## src/rtl/irq_dma_router_pkg.sv

```systemverilog
package irq_dma_router_pkg;
  typedef enum logic {
    RT_IDLE = 1'b0,
    RT_BUSY = 1'b1
  } rt_state_e;
endpackage

```

## src/rtl/rdr_pending.sv

```systemverilog
module rdr_pending #(
  parameter int NCH  = 4,
  parameter int NSRC = 8,
  parameter int SW   = 3
) (
  input  logic              clk,
  input  logic              rst_n,
  input  logic [NSRC-1:0]   src_flag,
  input  logic [NCH-1:0]    ch_en,
  input  logic [NCH*SW-1:0] ch_sel,
  input  logic [NCH-1:0]    taken,
  output logic [NCH-1:0]    pend
);
  logic [NSRC-1:0] flag_q;
  logic [NSRC-1:0] rise;

  always_ff @(posedge clk) begin
    if (!rst_n) flag_q <= '0;
    else        flag_q <= src_flag;
  end

  assign rise = src_flag & ~flag_q;

  for (genvar c = 0; c < NCH; c++) begin : g_ch
    logic [SW-1:0] sel;
    assign sel = ch_sel[c*SW +: SW];
    always_ff @(posedge clk) begin
      if (!rst_n)          pend[c] <= 1'b0;
      else if (!ch_en[c])  pend[c] <= 1'b0;
      else if (rise[sel])  pend[c] <= 1'b1;
      else if (taken[c])   pend[c] <= 1'b0;
    end
  end
endmodule

```

## src/rtl/rdr_arbiter.sv

```systemverilog
module rdr_arbiter #(
  parameter int NCH = 4,
  localparam int CW = (NCH > 1) ? $clog2(NCH) : 1
) (
  input  logic [NCH-1:0] req,
  output logic [NCH-1:0] gnt,
  output logic [CW-1:0]  gnt_idx
);
  always_comb begin
    logic seen;
    seen    = 1'b0;
    gnt     = '0;
    gnt_idx = '0;
    for (int c = 0; c < NCH; c++) begin
      if (req[c] && !seen) begin
        gnt[c]  = 1'b1;
        gnt_idx = CW'(c);
      end
      seen = seen | req[c];
    end
  end
endmodule

```

## src/rtl/rdr_clear_ctl.sv

```systemverilog
module rdr_clear_ctl #(
  parameter int NSRC = 8,
  parameter int SW   = 3
) (
  input  logic            clk,
  input  logic            rst_n,
  input  logic            done_ev,
  input  logic [SW-1:0]   cur_src,
  input  logic            reg_hit,
  input  logic [NSRC-1:0] src_flag,
  input  logic [NSRC-1:0] dma_own,
  input  logic [NSRC-1:0] reg_clr,
  output logic [NSRC-1:0] clr
);
  for (genvar s = 0; s < NSRC; s++) begin : g_src
    logic fire;
    assign fire = done_ev && (cur_src == SW'(s)) && src_flag[s] && dma_own[s]
                  && (!reg_clr[s] || reg_hit);
    always_ff @(posedge clk) begin
      if (!rst_n) clr[s] <= 1'b0;
      else        clr[s] <= fire;
    end
  end
endmodule

```

## src/rtl/rdr_fwd.sv

```systemverilog
module rdr_fwd #(
  parameter int NCH  = 4,
  parameter int NSRC = 8,
  parameter int SW   = 3
) (
  input  logic [NSRC-1:0]   src_flag,
  input  logic [NSRC-1:0]   dma_own,
  input  logic [NCH-1:0]    ch_en,
  input  logic [NCH*SW-1:0] ch_sel,
  output logic [NSRC-1:0]   fwd
);
  for (genvar s = 0; s < NSRC; s++) begin : g_src
    logic [NCH-1:0] hit;
    for (genvar c = 0; c < NCH; c++) begin : g_ch
      assign hit[c] = ch_en[c] && (ch_sel[c*SW +: SW] == SW'(s));
    end
    assign fwd[s] = src_flag[s] && !(dma_own[s] && (|hit));
  end
endmodule

```

## src/rtl/irq_dma_router.sv

```systemverilog
module irq_dma_router #(
  parameter int NCH  = 4,
  parameter int NSRC = 8,
  localparam int SW  = (NSRC > 1) ? $clog2(NSRC) : 1,
  localparam int CW  = (NCH > 1) ? $clog2(NCH) : 1
) (
  input  logic              clk,
  input  logic              rst_n,
  input  logic [NSRC-1:0]   src_flag,
  input  logic [NSRC-1:0]   src_dma_own,
  input  logic [NSRC-1:0]   src_reg_clr,
  input  logic [NCH-1:0]    ch_en,
  input  logic [NCH*SW-1:0] ch_sel,
  input  logic [NCH-1:0]    xfer_done,
  input  logic              xfer_reg_hit,
  output logic [NCH-1:0]    ch_act,
  output logic [NSRC-1:0]   src_clr,
  output logic [NSRC-1:0]   irq_fwd
);
  import irq_dma_router_pkg::*;

  rt_state_e       state;
  logic [CW-1:0]   cur_ch;
  logic [SW-1:0]   cur_src;
  logic [NCH-1:0]  pend;
  logic [NCH-1:0]  gnt;
  logic [CW-1:0]   gnt_idx;
  logic [NCH-1:0]  taken;
  logic [SW-1:0]   gnt_src;
  logic            done_ev;

  rdr_pending #(.NCH(NCH), .NSRC(NSRC), .SW(SW)) u_pend (
    .clk(clk), .rst_n(rst_n), .src_flag(src_flag), .ch_en(ch_en),
    .ch_sel(ch_sel), .taken(taken), .pend(pend)
  );

  rdr_arbiter #(.NCH(NCH)) u_arb (
    .req(pend & ch_en), .gnt(gnt), .gnt_idx(gnt_idx)
  );

  assign taken   = (state == RT_IDLE) ? gnt : '0;
  assign done_ev = (state == RT_BUSY) && xfer_done[cur_ch];

  always_comb begin
    gnt_src = '0;
    for (int c = 0; c < NCH; c++)
      if (gnt[c]) gnt_src = ch_sel[c*SW +: SW];
  end

  always_ff @(posedge clk) begin
    if (!rst_n) begin
      state   <= RT_IDLE;
      cur_ch  <= '0;
      cur_src <= '0;
      ch_act  <= '0;
    end else begin
      ch_act <= taken;
      if (state == RT_IDLE && |taken) begin
        state   <= RT_BUSY;
        cur_ch  <= gnt_idx;
        cur_src <= gnt_src;
      end else if (done_ev) begin
        state <= RT_IDLE;
      end
    end
  end

  rdr_clear_ctl #(.NSRC(NSRC), .SW(SW)) u_clr (
    .clk(clk), .rst_n(rst_n), .done_ev(done_ev), .cur_src(cur_src),
    .reg_hit(xfer_reg_hit), .src_flag(src_flag), .dma_own(src_dma_own),
    .reg_clr(src_reg_clr), .clr(src_clr)
  );

  rdr_fwd #(.NCH(NCH), .NSRC(NSRC), .SW(SW)) u_fwd (
    .src_flag(src_flag), .dma_own(src_dma_own), .ch_en(ch_en),
    .ch_sel(ch_sel), .fwd(irq_fwd)
  );
endmodule

```

## config.mk

```make
export PLATFORM = sky130hd
export DESIGN_NAME = irq_dma_router
export DESIGN_NICKNAME = d
export VERILOG_FILES = /design/src/rtl/irq_dma_router_pkg.sv /design/src/rtl/rdr_pending.sv /design/src/rtl/rdr_arbiter.sv /design/src/rtl/rdr_clear_ctl.sv /design/src/rtl/rdr_fwd.sv /design/src/rtl/irq_dma_router.sv
export SDC_FILE = /design/constraint.sdc
export NUM_CORES = 1
export LEC_CHECK = 0
export BUFFER_PORTS_ARGS = -buffer_cell sky130_fd_sc_hd__buf_2
export CELL_PAD_IN_SITES_DETAIL_PLACEMENT = 0
export CELL_PAD_IN_SITES_GLOBAL_PLACEMENT = 2
export CORE_ASPECT_RATIO = 1.2
export CORE_UTILIZATION = 28
export CTS_CLUSTER_SIZE = 14
export DETAILED_ROUTE_END_ITERATION = 12
export PLACE_DENSITY = 0.84
export SLEW_MARGIN = 25
export SYNTH_ARGS = -nofsm -noshare
export SYNTH_HDL_FRONTEND = slang
export SYNTH_SLANG_ARGS = --single-unit
```

## constraint.sdc

```tcl
create_clock -name clk -period 1.8 [get_ports clk]
set_input_delay 0.18 -clock clk [delete_from_list [all_inputs] [get_ports clk]]
set_output_delay 0.18 -clock clk [all_outputs]
set_load 0.02 [all_outputs]
```

---- After elaboration in Yosys (flattened, before gate mapping) ----
Cells that the tools add are included.
storage, ports and cells
  register bits ........................... 30
  input port bits ......................... 47
  output and inout bits ................... 20
  word-level logic and storage cells ...... 230
cells by class
  order comparisons ....................... 5
  equal/unequal tests ..................... 35
  mux-type cells .......................... 32
  bitwise gates (word level) .............. 6
  reduce and logical (&&, ||, !) cells .... 135
operators with widths
  kind                count
  $logic_and 1x1->1   85
  $eq 3x3->1 const B  20
  $reduce_or 4->1     9
  $eq 3x2->1 const B  10
  $mux 1              20
  $logic_not 1->1     19
  $lt 3x4->1 const B  4
  $eq 3x1->1 const B  5
  $logic_not 3->1     5
  $bmux 1 s3          4
  $mux 3              4
  $reduce_bool 2->1   5
  $and 8x8->8         1
  $logic_or 1x1->1    8
  $not 8->8           1
  $reduce_and 2->1    4
  $and 4x4->4         1
  $mux 2              2
  $mux 4              1
  $lt 2x3->1 const B  1
  $bmux 1 s2          1
  $or 1x1->1          2
  $not 1->1           1

---- Depth between registers and ports, before layout ----
  depth in word-level cells ............... 10
  mapped depth ............................ 5
  gate-level depth less buffers ........... 4

---- Cells and area by module ----
From an unflattened synthesis, not the netlist that was laid out.
unflattened totals
  cell total of the unflattened synthesis .. 207
  area, all modules ....................... 1,929.4 µm²
modules (own cells, without submodules)
  module          times used  cells an instance  area each (µm²)  seq. area each (µm²)
  rdr_pending     1           53                 663.1            240.2
  irq_dma_router  1           56                 509.2            200.2
  rdr_fwd         1           52                 350.3            0.0
  rdr_clear_ctl   1           37                 342.8            160.2
  rdr_arbiter     1           9                  63.8             0.0

---- Worst setup path before layout ----
OpenSTA, ideal clock, no wires.
  path type ............................... reg-to-reg
  from .................................... register u_pend.pend[1]
  to ...................................... register cur_src[1]
  setup time .............................. 0.122 ns
  arrival ................................. 1.431 ns
  required time ........................... 1.678 ns
  path slack .............................. 0.247 ns
  stages on the path, launching flop included .. 6
  buffers on the path ..................... 1
  clock period less this slack ............ 1.553 ns
  cell sequence ........................... dfxtp_1 clkbuf_2 a222oi_1 and3_2 a2111oi_1 a311o_1
on the way
  word-level cells in the longest chain between the ends .. 9
  elaborated cells on any way between the ends .. 17
  classes of those cells .................. 7 x mux; 3 x bitwise; 7 x reduce/logical
RTL lines
  item                             line                  RTL
  start, declared                  rdr_pending.sv:12     output logic [NCH-1:0] pend
  start signal, assigned by index  rdr_pending.sv:28     if (!rst_n) pend[c] <= 1'b0;
  start signal, assigned by index  rdr_pending.sv:29     else if (!ch_en[c]) pend[c] <= 1'b0;
  start signal, assigned by index  rdr_pending.sv:30     else if (rise[sel]) pend[c] <= 1'b1;
  $and 4x4->4 (*)                  irq_dma_router.sv:38  .req(pend & ch_en), .gnt(gnt), .gnt_idx(gnt_idx)
  $or 1x1->1 (2 in series)         rdr_arbiter.sv:19     seen = seen | req[c];
  $logic_not 1->1                  rdr_arbiter.sv:15     if (req[c] && !seen) begin
  $logic_and 1x1->1                rdr_arbiter.sv:15
  $mux 1                           rdr_arbiter.sv:15
  $mux 4                           irq_dma_router.sv:41  assign taken = (state == RT_IDLE) ? gnt : '0;
  $reduce_or 4->1                  irq_dma_router.sv:58  if (state == RT_IDLE && |taken) begin
  $logic_and 1x1->1                irq_dma_router.sv:58
  end signal, assigned             irq_dma_router.sv:61  cur_src <= gnt_src;
  end, declared                    irq_dma_router.sv:24  logic [SW-1:0] cur_src;
Mark *: on every way between the ends. The rest lies on a longest branch, timed or not.
A chain may end at the register's enable or synchronous reset.

---- Final worst setup path ----
  from .................................... register u_pend.pend[0]
  to ...................................... register cur_src[1]
The elaborated chain is that of the path after synthesis.

==> metrics.csv <==
stage,metric,value,unit
global_routing,grt.total_usage,0.175,
routing,vias,1880,
finish,diodes,0,
setup_path,reg2reg_setup_slack,0.19,ns
clock_tree,cts_tree,yes,
placement,place_ws,0.215,ns
sta,max_slew_margin,0.719,
placement,dp.cells,346,
setup_path,cp_max_fo,8,
placement,io_buffer_count,66,
clock_tree,postCtsSetupRepairBufs,0,
clock_tree,cts-root-buf,clkbuf_8,
logic_synthesis,synth.most_common_cell,dfxtp_1,
logic_synthesis,netlist_area,1810,µm²
sta,timing.hold.ws,0.0748,ns
global_routing,antenna_found_initial,0,
power,peakVddDrop,0.000358,V
global_routing,grt_max_degree,21,
sta,fmax,0.620,GHz
power,internal_power,1.16,mW
floorplanning,die_x,75.3,µm
logic_synthesis,synth_area_per_cell,8.85,µm²
setup_path,path_cells,a222oi_1 -> buf_4 -> and3_2 -> a2111oi_1 -> a311o_1,
power,seqPwrFrac,0.437,
finish,area_growth_syn_to_layout,27.9,%
power,clkPwrFrac,0.343,
setup_path,crit_slowest_cell,dfxtp_1,
sta,worstMarginPinSlew,0.422,ns
clock_tree,postCtsHoldBufs,0,
global_routing,grt_pass1_vias,1808,
routing,postRouteAntennaNets,0,
sta,timing.final.ws_setup,0.188,ns
min_path,min_path_type,primary input to flip-flop,
sta,maxSlewViolCount,0,
sta,setup_tns,0,ns
placement,dp_hpwl,4540,µm
run_status,status,completed,
clock_tree,numCtsBuffers,5,
finish,final_layout_size_suffix_gt1_frac,0.338,
logic_synthesis,synth_common_cells,"dfxtp_1, nand2_1, and2_1",
floorplanning,start_util,0.295,
setup_path,crit_path_max_incr_delay,0.37,ns
global_routing,grt_pass1_wl,8890,µm
floorplanning,fp-row-count,31,
logic_synthesis,ys_seq_elements,30,
setup_path,critPathKind,flip-flop to flip-flop,
clock_tree,insertion_delay,0.28,ns
sta,worst_clock_skew,0.00207,ns
clock_tree,cts-resized-gates,0,
power,power_frac_comb,0.220,
routing,drtIter0Drc,122,
power,power.density,709,nW/µm²
finish,nNetsFinal,318,
clock_tree,htree_levels,2,
setup_path,start_kind,flip-flop,
logic_synthesis,syn_nets,251,
logic_synthesis,synth.top_cells.by_area,"dfxtp_1, mux4_2, nand2_1",
sta,rsz0062_at_grt,false,
routing,wl_per_cell,16.0,µm
power,switching_share,0.291,
floorplanning,die-area,6770,µm²
power,switchingPower,0.477,mW
setup_path,cp.arrival,1.78,ns
logic_synthesis,yosys_warnings,0,
logic_synthesis,yosys.area.top_type_share,0.333,
finish,fin_cells,354,
sta,fin_crit,1.61,ns
clock_tree,clkSlewWorstSetupHoldPaths,0.06,ns
placement,gp_congestion,0.884,
clock_tree,cts_sinks,30,
flow_run,max-cap-violations,0,
global_routing,grt_overflow,0,
logic_synthesis,ys_async_sr_fraction,0,
clock_tree,cts_buffer_depth,2,
logic_synthesis,syn-instance-count,204,
power,power_leakage,0.969,nW
setup_path,end_kind,flip-flop,
sta,setup_viol,0,
routing,dr.pass1.iters,4,
routing,drc_errors,0,
logic_synthesis,synth_area_leader_cell,dfxtp_1,
setup_path,required,1.97,ns
routing,wl,5670,µm
floorplanning,ios,67,
finish,utilization,0.377,
routing,avgViaCountPerCell,5.31,
logic_synthesis,synth_seq_area_share,0.333,
logic_synthesis,synthFlopType,dfxtp_1,
sta,hold_viol_final,0,
logic_synthesis,synth_edf_count,0,
sta,fin_crit_sh,0.896,
floorplanning,die_h,90.0,µm
floorplanning,core,6130,µm²
logic_synthesis,yosysUniqueCellTypes,42,
==> logic make-up (layout without fill, tap and decap cells) <==
group,count (synthesis),in the layout,share of synthesized area
muxes,15,15,0.146
DFF,30,30,0.333
buffers and inverters,16,84,0.0388
and+or+nand+nor,85,85,0.252
AOI/OAI and AO/OA,58,58,0.231
==> sequential cells by signal, summed over array words and instances, names as in the netlist <==
name and cells:
state 1, u_pend.flag_q 8, u_clr.clr 8, u_pend.pend 4, cur_ch 2, cur_src 3
ch_act 4
==> layer usage <==
metal | track usage | routed length, µm | vias to the layer above
li1 | - | - | 901
met1 | 0.229 | 2480 | 890
met2 | 0.278 | 2750 | 77
met3 | 0.0404 | 322 | 12
met4 | 0.0586 | 113 | 0
met5 | 0 | 0 | -
==> critical path: cells and delay by family (launching register included) <==
family,cells,cell delay (ns)
buffers and inverters,1,0.19
DFF,1,0.37
and+or+nand+nor,1,0.22
AOI/OAI and AO/OA,3,0.72
==> power by group through the flow <==
stage	combinational (mW)	clock, mW	sequential, mW
3_5_place_dp	0.359	0	0.730
5_1_grt	0.395	0.613	0.719
2_1_floorplan	0.219	0	0.722
3_3_place_gp	0.359	0	0.729
6_report	0.361	0.562	0.715
4_1_cts	0.362	0.579	0.715
==> stage by stage <==
step | cell area (µm²) | total power, mW
2_1_floorplan | 1810 | 0.940
3_3_place_gp | 2220 | 1.09
3_5_place_dp | 2220 | 1.09
4_1_cts | 2310 | 1.66
5_1_grt | 2310 | 1.73
6_report | 2310 | 1.64
==> placed cells by master, fill, tap and decap left out, types with 8 or more instances in the layout <==
cell type,count
mux4_2,9
nand2_1,22
nor2b_1,12
and2_1,13
a21oi_1,8
nand3_1,8
nand2b_1,10
dfxtp_1,30
o21ai_0,11
buf_2,66
==> final timing paths <==
path / endpoint / cells past startpoint / startpoint
setup reg to reg: cur_src[1] / 5 / u_pend.pend[0]
setup / recovery: cur_src[1] / 5 / u_pend.pend[0]
hold reg to reg: u_pend.pend[3] / 2 / u_pend.pend[3]
hold / removal: u_clr.clr[0] / 2 / src_reg_clr[0]
==> final cells by class <==
type                            count  area [µm²]
Clock buffer                        7        86.3
Clock inverter                      1        5.00
Fill cell                         673        3820
Inverter                            7        26.3
Multi-Input combinational cell    158        1130
Sequential cell                    30         601
Tap cell                           82         103
Timing Repair Buffer               69         353
(Power assumes the default switching activity.)
